File: src/rtl/uart_tick_pkg.sv
package uart_tick_pkg;
  localparam int DIV_W     = 5;
  localparam int SEL_W     = 3;
  localparam int BYTE_W    = 8;
  localparam int FRAME_CNT = 10;
  localparam int CNT_W     = $clog2(FRAME_CNT + 1);

  typedef logic [DIV_W-1:0]  div_t;
  typedef logic [BYTE_W-1:0] byte_t;

  // rate code to bit period in pacer enables
  function automatic div_t rate_to_div(input logic [SEL_W-1:0] sel);
    case (sel)
      3'd0:    rate_to_div = div_t'(24);
      3'd1:    rate_to_div = div_t'(12);
      3'd2:    rate_to_div = div_t'(6);
      3'd3:    rate_to_div = div_t'(4);
      3'd4:    rate_to_div = div_t'(2);
      default: rate_to_div = div_t'(4);
    endcase
  endfunction
endpackage

File: src/rtl/uart_tick_gen.sv
module uart_tick_gen #(
  parameter int TICK_CLKS = 217
) (
  input  logic clk,
  input  logic rst_n,
  output logic tick
);
  localparam int W = (TICK_CLKS > 1) ? $clog2(TICK_CLKS) : 1;

  logic [W-1:0] cnt_q, cnt_d;

  assign tick = (cnt_q == W'(TICK_CLKS - 1));

  always_comb begin
    cnt_d = tick ? '0 : cnt_q + W'(1);
  end

  always_ff @(posedge clk or negedge rst_n) begin
    if (!rst_n) cnt_q <= '0;
    else        cnt_q <= cnt_d;
  end
endmodule

File: src/rtl/uart_tick_tx.sv
module uart_tick_tx
  import uart_tick_pkg::*;
(
  input  logic  clk,
  input  logic  rst_n,
  input  logic  tick,
  input  div_t  div_full,
  input  logic  req,
  input  byte_t req_byte,
  output logic  pending,
  output logic  busy,
  output logic  txd
);
  logic             pend_q, pend_d, busy_q, busy_d, txd_q, txd_d;
  byte_t            hold_q, hold_d, sh_q, sh_d;
  div_t             div_q, div_d;
  logic [CNT_W-1:0] bit_q, bit_d;

  always_comb begin
    pend_d = pend_q;
    busy_d = busy_q;
    txd_d  = txd_q;
    hold_d = hold_q;
    sh_d   = sh_q;
    div_d  = div_q;
    bit_d  = bit_q;
    if (req && !pend_q && !busy_q) begin
      pend_d = 1'b1;
      hold_d = req_byte;
    end
    if (tick) begin
      if (busy_q) begin
        if (div_q == div_t'(1)) begin
          txd_d = sh_q[0];
          sh_d  = {1'b1, sh_q[BYTE_W-1:1]};
          div_d = div_full;
          bit_d = bit_q - CNT_W'(1);
          if (bit_q == CNT_W'(1)) busy_d = 1'b0;
        end else begin
          div_d = div_q - div_t'(1);
        end
      end else if (pend_q) begin
        sh_d   = hold_q;
        txd_d  = 1'b0;
        div_d  = div_full;
        bit_d  = CNT_W'(FRAME_CNT);
        pend_d = 1'b0;
        busy_d = 1'b1;
      end
    end
  end

  always_ff @(posedge clk or negedge rst_n) begin
    if (!rst_n) begin
      pend_q <= 1'b0;
      busy_q <= 1'b0;
      txd_q  <= 1'b1;
      hold_q <= '0;
      sh_q   <= '1;
      div_q  <= '0;
      bit_q  <= '0;
    end else begin
      pend_q <= pend_d;
      busy_q <= busy_d;
      txd_q  <= txd_d;
      hold_q <= hold_d;
      sh_q   <= sh_d;
      div_q  <= div_d;
      bit_q  <= bit_d;
    end
  end

  assign pending = pend_q;
  assign busy    = busy_q;
  assign txd     = txd_q;
endmodule

File: src/rtl/uart_tick_rx.sv
module uart_tick_rx
  import uart_tick_pkg::*;
(
  input  logic  clk,
  input  logic  rst_n,
  input  logic  tick,
  input  div_t  div_full,
  input  logic  rxd,
  input  logic  ack,
  output byte_t data,
  output logic  ready
);
  logic             s1_q, s2_q;
  logic             act_q, act_d, rdy_q, rdy_d;
  byte_t            sh_q, sh_d, dat_q, dat_d;
  div_t             div_q, div_d;
  logic [CNT_W-1:0] bit_q, bit_d;

  always_comb begin
    act_d = act_q;
    rdy_d = rdy_q;
    sh_d  = sh_q;
    dat_d = dat_q;
    div_d = div_q;
    bit_d = bit_q;
    if (ack) rdy_d = 1'b0;
    if (tick) begin
      if (act_q) begin
        if (div_q == div_t'(1)) begin
          bit_d = bit_q - CNT_W'(1);
          if (bit_q == CNT_W'(1)) begin
            dat_d = sh_q;
            act_d = 1'b0;
            rdy_d = 1'b1;
          end else begin
            sh_d  = {s2_q, sh_q[BYTE_W-1:1]};
            div_d = div_full;
          end
        end else begin
          div_d = div_q - div_t'(1);
        end
      end else if (!s2_q) begin
        div_d = div_full >> 1;
        bit_d = CNT_W'(FRAME_CNT);
        act_d = 1'b1;
      end
    end
  end

  always_ff @(posedge clk or negedge rst_n) begin
    if (!rst_n) begin
      s1_q  <= 1'b1;
      s2_q  <= 1'b1;
      act_q <= 1'b0;
      rdy_q <= 1'b0;
      sh_q  <= '0;
      dat_q <= '0;
      div_q <= '0;
      bit_q <= '0;
    end else begin
      s1_q  <= rxd;
      s2_q  <= s1_q;
      act_q <= act_d;
      rdy_q <= rdy_d;
      sh_q  <= sh_d;
      dat_q <= dat_d;
      div_q <= div_d;
      bit_q <= bit_d;
    end
  end

  assign data  = dat_q;
  assign ready = rdy_q;
endmodule

File: src/rtl/uart_tick_xcvr.sv
module uart_tick_xcvr
  import uart_tick_pkg::*;
#(
  parameter int TICK_CLKS = 217
) (
  input  logic             clk,
  input  logic             rst_n,
  input  logic [SEL_W-1:0] rate_sel,
  input  logic [7:0]       tx_byte,
  input  logic             tx_req,
  output logic             tx_pending,
  output logic             tx_busy,
  output logic             txd,
  input  logic             rxd,
  input  logic             rx_ack,
  output logic [7:0]       rx_byte,
  output logic             rx_ready
);
  logic tick;
  div_t div_full;

  assign div_full = rate_to_div(rate_sel);

  uart_tick_gen #(.TICK_CLKS(TICK_CLKS)) u_gen (
    .clk(clk), .rst_n(rst_n), .tick(tick)
  );

  uart_tick_tx u_tx (
    .clk(clk), .rst_n(rst_n), .tick(tick), .div_full(div_full),
    .req(tx_req), .req_byte(tx_byte),
    .pending(tx_pending), .busy(tx_busy), .txd(txd)
  );

  uart_tick_rx u_rx (
    .clk(clk), .rst_n(rst_n), .tick(tick), .div_full(div_full),
    .rxd(rxd), .ack(rx_ack), .data(rx_byte), .ready(rx_ready)
  );
endmodule

File: config.mk
export PLATFORM = sky130hd
export DESIGN_NAME = uart_tick_xcvr
export DESIGN_NICKNAME = d
export VERILOG_FILES = /design/src/rtl/uart_tick_pkg.sv /design/src/rtl/uart_tick_gen.sv /design/src/rtl/uart_tick_tx.sv /design/src/rtl/uart_tick_rx.sv /design/src/rtl/uart_tick_xcvr.sv
export SDC_FILE = /design/constraint.sdc
export NUM_CORES = 1
export LEC_CHECK = 0
export ABC_AREA = 1
export BUFFER_PORTS_ARGS = -buffer_cell sky130_fd_sc_hd__buf_2
export CORE_AREA = 2 2 96 98
export DETAILED_ROUTE_END_ITERATION = 8
export DIE_AREA = 0 0 98 100
export GPL_TIMING_DRIVEN = 0
export SYNTH_ARGS = -nofsm -noshare
export SYNTH_HDL_FRONTEND = slang
export SYNTH_SLANG_ARGS = --single-unit
export TNS_END_PERCENT = 100
File: constraint.sdc
create_clock -name clk -period 1.9 [get_ports clk]
set_input_delay 0 -clock clk [delete_from_list [all_inputs] [get_ports clk]]
set_output_delay 0 -clock clk [all_outputs]
set_load 0.01 [all_outputs]
==> metrics.md, run 1 <==
| Metric | Value |
|---|---|
| Outcome | completed |
| Vias in the first global route | 2,536 |
| EDFF count, synth | 0 |
| Die width | just under 100 um |
| Stages on the worst setup path | 10 |
| CP max stage delay | around 0.41 ns |
| Critical path origin | u_rx.div_q[1] |
| Pin count of the biggest net entering global routing | 66 |
| Ys flop type | dfrtp_1 |
| Crit path cell chain | inv_1 > ha_1 > inv_1 > nor2_1 > nand2_2 > nor2_1 > nand2_4 > buf_6 > nand2_2 > o21ai_2 |
| Avg Inst Size Synth | 8.96 um2 |
| Reg2reg path depth | 10 |
| Mapped cell area | between 0.003 and 0.004 mm2 |
| Design Power | 2.78 mW |
| Max Slew Vio Count | 0 |
| 1st-iter DRT viols | approximately 120 |
| Fillers | about 850 |
| Final Net Count | approximately 460 |
| # diodes | 0 |
| Clk_skew | around 0.013 ns |
| Util after Layout | 45.5% |
| Finish-stage setup viols | 0 |
| Antenna violations before repair | 0 |
| Setup CP Type | flop to flop |
| # placed instances | between 500 and 600 |
| Hold endpoint | u_tx.div_q[2] |
| Synth cell types | 29 |
| Post-synth ARST share | 100% |
| FMAX | between 500 and 600 MHz |
| FP Rows | 35 |
| WL met2 | ~3 mm |
| Clock Latency Late Sink | roughly 0.34 ns |
| Commonest non-fill, non-tap cell in the layout | nand2_1 |
| Met3 WL | ~200 um |
| Starting Density | roughly two fifths |
| CTS Sinks | 65 |
| CTS tree | built |
| Routed Antenna Nets | 0 |
| Final Cycle Share | around nine tenths |
| DPL Wire Length | 4.41 mm |
| Leakage power | approximately 1.9 nW |
| CP endpoint kind | flop |
| Critical-path maximum fanout | 10 |
| RSZ-0062 raised after global routing | no |
| Core Area | around 0.0089 mm2 |
| Die height | 100 um |
| Placer Congestion | between 0.8 and 0.9 |
| Maximum vdd drop | 0.000337 V |
| Setup crit start kind | flop |
| Register-to-register setup slack | approximately 0.15 ns |
| R2r startpoint | u_rx.div_q[1] |
| Final Hold Vio Count | 0 |
| Post-synth net total | around 410 |
| Post-CTS Setup Inserts | 0 |
| Slowest CP cell | dfrtp_1 |
| Die area | between 0.009 and 0.01 mm2 |
| Min-Delay Path Depth | 5 |
| First-pass GRT wire length | approximately 12 mm |
| Yosys warnings | 0 |
| Worst Path Buf+Inv | 3 |
| Worst R2R End | u_rx.sh_q[7] |
| Minimum clock period | 1.75 ns |
| Hold crit path type | input pin to flop |
| Crit path DAT | between 1.5 and 2 ns |
| IO Pins | 28 |
| Critical Path RT | approximately 2.1 ns |
| Max_slew headroom | between 40% and 50% |
| Share of cells above drive strength 1 | between 20% and 30% |
| Synth Register Bits | 65 |
| GRT Resource Usage Total | around 15% |
| Setup TNS | 0 ns |
| Cell family with most CP delay | simple AND/OR/NAND/NOR gates |
| Routed WL | 6.47 mm |
| Vias/cell | 4.72 |
| Root Buffer | clkbuf_8 |
| DRT met1 WL | about 3.2 mm |
| Top Metal Used | met4 |
| PD cells | between 600 and 700 mW/mm2 |
| Via Count | ~2,600 |
| # port buffers | 27 |
| H-tree depth | 3 |
| Sequential area share after synthesis | ~48% |
| Hold WS | roughly 0.053 ns |
| Min-delay src | rate_sel[0] |
| DR WL/cell | ~12 um |
| Most frequent cells in the layout | nand2_1 (101), dfrtp_1 (54), inv_1 (45) |
| Cells after Synth | 383 |
| # Max-Cap Violations | 0 |
| GRT overflow | 0 |
| Clock transition at path regs | 0.07 ns |
| # DRC | 0 |
| Worst slew pin tran | roughly 0.82 ns |
| CTS max path bufs | 2 |
| P&R area growth vs syn | 17.9% |
| TritonRoute pass-1 iters | 7 |
| Cts bufs inserted | 9 |
| Fin cells | 548 |
how the worst max path moves through the flow:
stage                    to  slack (ns)
2_1_floorplan  u_rx.sh_q[2]        0.36
6_report       u_rx.sh_q[7]        0.15
3_3_place_gp   u_rx.sh_q[2]        0.16
3_5_place_dp   u_rx.sh_q[7]        0.16
4_1_cts        u_rx.sh_q[7]        0.12
5_1_grt        u_rx.sh_q[7]        0.02
synth_stat cells (2+ instances only):
cell type    n  area, um2
buf_2        3       15.0
nor3_1       2       10.0
nor2_1      26       97.6
nor2_2       2       12.5
dfrtp_1     54       1350
nand2_2     13       81.3
inv_1       45        169
ha_1        10        125
nor2_8       2       40.0
o21ai_2     27        236
mux2i_1      7       70.1
nor2_4       3       33.8
buf_6        4       45.0
nand3_1     25        125
nand2_1    102        383
mux2_2       8       90.1
nand2_4      4       45.0
nand4_1      3       18.8
dfstp_2     11        289
o21ai_0     13       65.1
o211ai_1     2       15.0
a21oi_1      5       25.0
xor2_1       4       35.0
or2_2        2       12.5
inv_2        2       7.51
routing by layer:
layer	global-route usage, %	up-vias
li1	-	1320
met4	7.05	0
met2	22.1	44
met3	2.58	12
met1	20.7	1210
met5	0	-
logic make-up (layout without fill, tap and decap cells):
| family | Yosys count | count (layout) | synth area share (%) |
|---|---|---|---|
| buffers and inverters | 54 | 108 | 6.89 |
| AOI/OAI and AO/OA | 47 | 47 | 9.96 |
| xor gates and xnor gates | 5 | 5 | 1.28 |
| adders and majority gates | 10 | 10 | 3.65 |
| DFF | 65 | 65 | 47.8 |
| and+or+nand+nor | 187 | 187 | 25.7 |
| muxes | 15 | 15 | 4.67 |
worst register-to-register path: stages (launching register included):
cell and delay (ns):
dfrtp_1 0.41, inv_1 0.09, ha_1 0.17, inv_1 0.06
nor2_1 0.15, nand2_2 0.15, nor2_1 0.22, nand2_4 0.11
buf_6 0.17, nand2_2 0.06, o21ai_2 0.05
layout make-up:
cell class,count,area (um2),area share (%)
flip-flops and latches,65,1640,40.6
multi-input cells,264,1560,38.6
repair buffers,38,248,6.12
inverters,47,176,4.36
well taps,111,139,3.43
clock buffers,10,128,3.15
clock inverters,6,92.6,2.29
plain buffers,7,60.1,1.48
state kept, by name (all words and copies together), names as in the netlist, 5 cells and up:
signal and count:
u_gen.cnt_q 8, u_rx.data 8, u_rx.div_q 5, u_rx.sh_q 8, u_tx.div_q 5, u_tx.hold_q 8, u_tx.sh_q 8
report_power, final:
group / switching, mW / total (mW) / internal, mW
sequential: 0.00115 / 1.39 / 1.39
clock: 0.567 / 1.31 / 0.746
combinational: 0.0450 / 0.0766 / 0.0316
total: 0.613 / 2.78 / 2.17
stage by stage:
stage          cell area, um2  worst slack (ns)
5_1_grt                  4050            0.0204
3_5_place_dp             3710             0.158
2_1_floorplan            3430             0.364
3_3_place_gp             3700             0.159
4_1_cts                  4040             0.115
6_report                 4050             0.154
timing repair:
action | CTS | global route
gates resized for setup | 0 | 2
hold buffers | 11 | 0
endpoints found under the hold margin | 64 | 0
setup endpoints to repair | 0 | 10
(Power assumes the default switching activity.)
==> run 2: changes to the inputs <==
REMOVE_ABC_BUFFERS = 1   (was not set)
==> run 2 against run 1 <==
- clock-buffer cell count is 1 lower
- combinational power rose by 2%
- die area unchanged
- power decreased by 0.42%
- clock skew barely moved
- first-iteration DRC count decreased by 16%
- sequential cell count unchanged
- final cell count shrank 1.1%
- cell area fell by 1.1%
- sequential share of layout area increased by 0.49 points
- worst setup slack better by 0.049 ns
- critical endpoint is now u_rx.sh_q[5]
==> metrics.md, run 2 (synthesis gave the netlist of run 1 again) <==
| Metric | Value |
|---|---|
| Outcome | completed |
| CP endpoint kind | flop |
| First-pass GRT wire length | 10.8 mm |
| Final Cycle Share | about nine tenths |
| CTS Sinks | between 60 and 70 |
| Commonest non-fill, non-tap cell in the layout | nand2_1 |
| Worst R2R End | u_rx.sh_q[5] |
| Hold crit path type | input pin to flop |
| # Max-Cap Violations | 0 |
| FMAX | roughly 590 MHz |
| CTS tree | built |
| Top Metal Used | met4 |
| # port buffers | 27 |
| Vias in the first global route | 2,379 |
| Core Area | 0.00889 mm2 |
| DRT met1 WL | roughly 3.1 mm |
| TritonRoute pass-1 iters | 5 |
| Critical-path maximum fanout | 16 |
| Max_slew headroom | between 40% and 50% |
| Fillers | ~880 |
| Setup crit start kind | flop |
| GRT Resource Usage Total | between 10 and 15% |
| Maximum vdd drop | around 0.0004 V |
| Cts bufs inserted | 9 |
| DR WL/cell | ~11 um |
| Vias/cell | roughly 4.6 |
| Routed WL | around 6 mm |
| Die area | around 0.0098 mm2 |
| Post-CTS Setup Inserts | 0 |
| Finish-stage setup viols | 0 |
| # DRC | 0 |
| Pin count of the biggest net entering global routing | 66 |
| Share of cells above drive strength 1 | 27.8% |
| Antenna violations before repair | 0 |
| Critical Path RT | approximately 2.1 ns |
| Clk_skew | ~0.013 ns |
| Root Buffer | clkbuf_8 |
| Clock Latency Late Sink | approximately 0.35 ns |
| Final Net Count | 452 |
| Min-delay src | rate_sel[0] |
| P&R area growth vs syn | 16.6% |
| Met3 WL | around 200 um |
| R2r startpoint | u_rx.div_q[1] |
| Final Hold Vio Count | 0 |
| WL met2 | 2.74 mm |
| Leakage power | roughly 1.9 nW |
| # placed instances | 514 |
| Worst slew pin tran | 0.827 ns |
| GRT overflow | 0 |
| Placer Congestion | 0.838 |
| # diodes | 0 |
| Post-Layout Inst Area | 0.00400 mm2 |
| Min-Delay Path Depth | 5 |
| Die height | approximately 100 um |
| Most frequent cells in the layout | nand2_1 (102), dfrtp_1 (53), inv_1 (45) |
| Clock transition at path regs | 0.08 ns |
| CTS max path bufs | 2 |
| Die width | 98 um |
| FP Rows | 35 |
| Max Slew Vio Count | 0 |
| Minimum clock period | 1.70 ns |
| Fin cells | between 500 and 600 |
| IO Pins | 28 |
| 1st-iter DRT viols | 97 |
| Reg2reg path depth | 9 |
| RSZ-0062 raised after global routing | no |
| Crit path DAT | approximately 1.9 ns |
| H-tree depth | 3 |
| Hold endpoint | u_tx.div_q[2] |
| Via Count | between 2,000 and 3,000 |
| Area after DPL | roughly 0.0036 mm2 |
| Routed Antenna Nets | 0 |
| DPL Wire Length | a little over 4 mm |
| Register-to-register setup slack | between 0.2 and 0.25 ns |
| Setup CP Type | flop to flop |
| PD cells | 692 mW/mm2 |
| Starting Density | between 30% and 40% |
run 2: final cells by class:
| cell class | instances | area, um2 | share of cell area [%] |
|---|---|---|---|
| Multi-Input combinational cell | 264 | 1570 | 39.2 |
| Tap cell | 111 | 139 | 3.47 |
| Timing Repair Buffer | 39 | 258 | 6.44 |
| Inverter | 47 | 176 | 4.41 |
| Clock buffer | 9 | 124 | 3.10 |
| Clock inverter | 7 | 93.8 | 2.35 |
| Sequential cell | 65 | 1640 | 41.0 |
run 2: metal layers:
| layer | track usage, % | vias to the layer above |
|---|---|---|
| met2 | 20.9 | 37 |
| met3 | 3.48 | 9 |
| li1 | - | 1305 |
| met4 | 5.13 | 0 |
| met5 | 0 | - |
| met1 | 18.5 | 1152 |
run 2: timing repair:
item / 4_1_cts / 5_1_grt
setup endpoints to repair: 13 / 2
hold buffers: 12 / 0
pin swaps: 0 / 0
resized for setup: 1 / 2
endpoints found under the hold margin: 65 / 0
run 2: worst max-delay path by stage:
| stage | startpoint | endpoint |
|---|---|---|
| 2_1_floorplan | u_tx.busy | u_tx.bit_q[3] |
| 3_3_place_gp | u_tx.busy | u_tx.bit_q[3] |
| 3_5_place_dp | u_tx.busy | u_tx.sh_q[1] |
| 4_1_cts | u_gen.cnt_q[0] | u_tx.bit_q[3] |
| 5_1_grt | u_rx.div_q[1] | u_rx.sh_q[1] |
| 6_report | u_rx.div_q[1] | u_rx.sh_q[5] |
run 2: stage by stage:
stage | setup TNS, ns | setup WS (ns) | hold WS, ns | util [%] | power [mW]
after global routing | 0 | 0.0216 | 0.0834 | 45.0 | 2.88
after CTS | 0 | 0.138 | 0.0512 | 44.8 | 2.81
after detailed placement | -0.249 | -0.0502 | 0.107 | 41.0 | 1.48
final | 0 | 0.203 | 0.0518 | 45.0 | 2.77
after global placement | -0.0551 | -0.0139 | 0.109 | 41.0 | 1.48
after floorplan | 0 | 0.275 | -0.296 | - | 1.43
run 2: power breakdown:
part | switching (mW) | internal (mW)
registers | 0.00111 | 1.39
clock network | 0.562 | 0.738
logic | 0.0454 | 0.0329
run 2: critical path: stages, from the launching register on:
cell	delay, ns
dfrtp_1	0.40
inv_1	0.08
ha_1	0.16
inv_1	0.05
nor2_1	0.11
nand2_1	0.19
nor2_1	0.24
nand2_4	0.18
nand2_1	0.11
o21ai_2	0.05
==> run 3: changes to the inputs <==
ABC_AREA = not set   (was 1)
CORE_AREA = 2 2 94 96   (was 2 2 96 98)
DIE_AREA = 0 0 96 98   (was 0 0 98 100)
GPL_TIMING_DRIVEN = 1   (was 0)
HOLD_SLACK_MARGIN = 0.12   (was not set)
==> run 3 against run 2 <==
- cell area increased by 2.3%
- synthesized area decreased by 4.5%
- register-to-register slack got worse by 0.13 ns
- synthesized cell count decreased by 27%
- fmax decreased by 7.1%
- largest power group unchanged
==> metrics.md, run 3 <==
| Metric | Value |
|---|---|
| Outcome | completed |
| Pre-CTS setup slack | -0.0297 ns |
| Setup crit start kind | flop |
| R2r startpoint | u_rx.div_q[1] |
| Cells after Synth | between 200 and 300 |
| # placed instances | approximately 430 |
| Finish-stage setup viols | 0 |
| Die height | slightly below 100 um |
| Placer Congestion | roughly 0.81 |
| Antenna violations before repair | 0 |
| Pin count of the biggest net entering global routing | 28 |
| Final Net Count | around 370 |
| Crit path DAT | just over 2 ns |
| Final setup margin | ~0.072 ns |
| Fin cells | about 460 |
| Synth top area share | around two fifths |
| Mapped cell area | 0.00328 mm2 |
| Minimum clock period | between 1.5 and 2 ns |
| Max_slew headroom | roughly 62% |
| Synth cell types | between 50 and 60 |
| Share of cells above drive strength 1 | 40.5% |
| Starting Density | roughly 39% |
| DR WL/cell | 14.3 um |
| # DRC | 0 |
| First-pass GRT wire length | between 10 and 15 mm |
| Switch Pwr | around 0.6 mW |
| Routed Antenna Nets | 0 |
| GRT overflow | 0 |
| Clock power share | 44.9% |
| CTS Sinks | 65 |
| Yosys warnings | 0 |
| Final Hold Vio Count | 0 |
| Critical Path RT | ~2.1 ns |
| EDFF count, synth | 0 |
| Root Buffer | clkbuf_8 |
| Post-synth ARST share | 100% |
| Leakage power | around 1.9 nW |
| Synth top area cells | dfrtp_1 (41%), mux2_2 (14%), dfstp_2 (8.8%), ha_1 (3.8%), o21ai_0 (2.1%) |
| Worst Path Buf+Inv | 2 |
| FP Rows | 34 |
| # port buffers | 27 |
| Synth cell count leaders | dfrtp_1 (54), mux2_2 (42), nor2_1 (16), inv_1 (14), o21ai_0 (14) |
| Combinational cell fraction of total power | under 10% |
| Vias in the first global route | 2,268 |
| Ys flop type | dfrtp_1 |
| Die width | approximately 96 um |
| 1st-iter DRT viols | 130 |
| Crit path cell chain | inv_2 > ha_4 > nor4b_4 > nand2_2 > nor3_4 > buf_12 > mux2_2 |
| Multi-input logic area | between 0.0015 and 0.002 mm2 |
| Clock Latency Late Sink | approximately 0.34 ns |
| Min-delay src | rate_sel[1] |
| TritonRoute pass-1 iters | 4 |
| FMAX | roughly 550 MHz |
| H-tree depth | 3 |
| CTS max path bufs | 2 |
| Core Area | 0.00847 mm2 |
| Synth Register Bits | 65 |
| Vias/cell | between 5 and 6 |
| Cts bufs inserted | 9 |
| Setup CP Type | flop to flop |
| PD cells | 653 mW/mm2 |
| Via Count | between 2,000 and 2,500 |
| Register area | ~0.0016 mm2 |
| Commonest non-fill, non-tap cell in the layout | dfrtp_1 |
| Worst slew pin tran | roughly 0.57 ns |
| Avg Inst Size Synth | roughly 12 um2 |
| CTS tree | built |
| Largest area contributor in the netlist | dfrtp_1 |
| Sw Share | between 20 and 25% |
| Critical-path maximum fanout | 8 |
| Die area | around 0.0094 mm2 |
| Most common cell in the netlist | dfrtp_1 |
| Final Cycle Share | 96.2% |
| Max Slew Vio Count | 0 |
| Hold crit path type | input pin to flop |
| Clock transition at path regs | ~0.080 ns |
| Register-to-register setup slack | about 0.07 ns |
| Clk_skew | 0.00983 ns |
| Worst R2R End | u_rx.sh_q[5] |
| # Max-Cap Violations | 0 |
| Sequential area share after synthesis | 50.1% |
| # diodes | 0 |
| Sequential power share | 52.0% |
| RSZ-0062 raised after global routing | yes |
| Hold endpoint | u_tx.div_q[4] |
| GRT Resource Usage Total | 15.4% |
| Maximum vdd drop | between 0.0004 and 0.0005 V |
| Fillers | about 790 |
| CP endpoint kind | flop |
| DPL Wire Length | approximately 4.7 mm |
| Slowest CP cell | dfrtp_1 |
| Min-Delay Path Depth | 3 |
| P&R area growth vs syn | 25.0% |
| Reg2reg path depth | 7 |
| CP max stage delay | approximately 0.4 ns |
| IO Pins | 28 |
| Routed WL | 6.55 mm |
| Cell internal pwr | between 2 and 2.5 mW |
| Most frequent cells in the layout | dfrtp_1 (54), mux2_2 (41), buf_2 (27) |
| Util after Layout | 48.4% |
| Cell family with most CP delay | simple AND/OR/NAND/NOR gates |
## run 3: power groups by stage
| stage | Sequential (mW) | Clock (mW) | Combinational, mW |
|---|---|---|---|
| 2_1_floorplan | 1.41 | 0 | 0.0112 |
| 3_3_place_gp | 1.42 | 0 | 0.0674 |
| 3_5_place_dp | 1.42 | 0 | 0.0679 |
| 4_1_cts | 1.39 | 1.23 | 0.0873 |
| 5_1_grt | 1.39 | 1.30 | 0.0955 |
| 6_report | 1.39 | 1.20 | 0.0842 |
## run 3: how the worst max path moves through the flow
| stage | start | to | slack [ns] | cells past startpoint |
|---|---|---|---|---|
| 6_report | u_rx.div_q[1] | u_rx.sh_q[5] | 0.07 | 7 |
| 2_1_floorplan | u_rx.div_q[1] | u_rx.sh_q[0] | -0.40 | 6 |
| 3_3_place_gp | u_rx.div_q[1] | u_rx.div_q[3] | 0.008 | 6 |
| 4_1_cts | u_rx.div_q[1] | u_rx.div_q[3] | 0.01 | 6 |
| 5_1_grt | u_rx.div_q[1] | u_rx.sh_q[6] | -0.03 | 7 |
| 3_5_place_dp | u_rx.div_q[1] | u_rx.div_q[3] | -0.03 | 6 |
## run 3: logic make-up (layout without fill, tap and decap cells)
group                    after synthesis  count (layout)  share of synthesized area, %
AO/OA/AOI/OAI                         49              49                          10.1
XOR/XNOR                               7               7                          1.87
AND/OR/NAND/NOR                       81              81                          15.5
adder cells (fa/ha/maj)               10              10                          3.82
multiplexers                          45              45                          15.4
flip-flops                            65              65                          50.1
buffers and inverters                 24              94                          3.28
## run 3: layout make-up
cell class / instances / area share [%]
Multi-Input combinational cell: 192 / 38.8
Inverter: 14 / 1.28
Sequential cell: 65 / 40.1
Timing Repair Buffer: 64 / 11.6
Clock inverter: 6 / 1.62
Clock buffer: 10 / 3.36
Tap cell: 108 / 3.30
## run 3: metrics by stage
| step | total power, mW | setup TNS [ns] | instance area, um2 | hold slack (ns) |
|---|---|---|---|---|
| after floorplan | 1.43 | -4.42 | 3220 | -0.296 |
| after global placement | 1.48 | 0 | 3690 | 0.0376 |
| after detailed placement | 1.48 | -0.0297 | 3690 | 0.0343 |
| after CTS | 2.71 | 0 | 4030 | 0.128 |
| after global routing | 2.79 | -0.148 | 4090 | 0.128 |
| final | 2.67 | 0 | 4090 | 0.136 |
## run 3: worst min-delay path, stage by stage
cell    delay (ns)
buf_2         0.12
nor3_1        0.10
a22o_1        0.21
## run 3: what timing repair did
action / 4_1_cts / 5_1_grt
buffers inserted: 0 / 2
resized for setup: 3 / 12
pin swaps: 0 / 3
hold buffers: 12 / 0
gates cloned: 0 / 0
setup endpoints to repair: 2 / 33
endpoints found under the hold margin: 54 / 0
## run 3: layer usage
layer / track usage (%) / part of all wire [%]
met5: 0 / 0
met4: 5.93 / 0.76
met3: 4.09 / 2.7
met2: 22.5 / 46
met1: 21.9 / 50
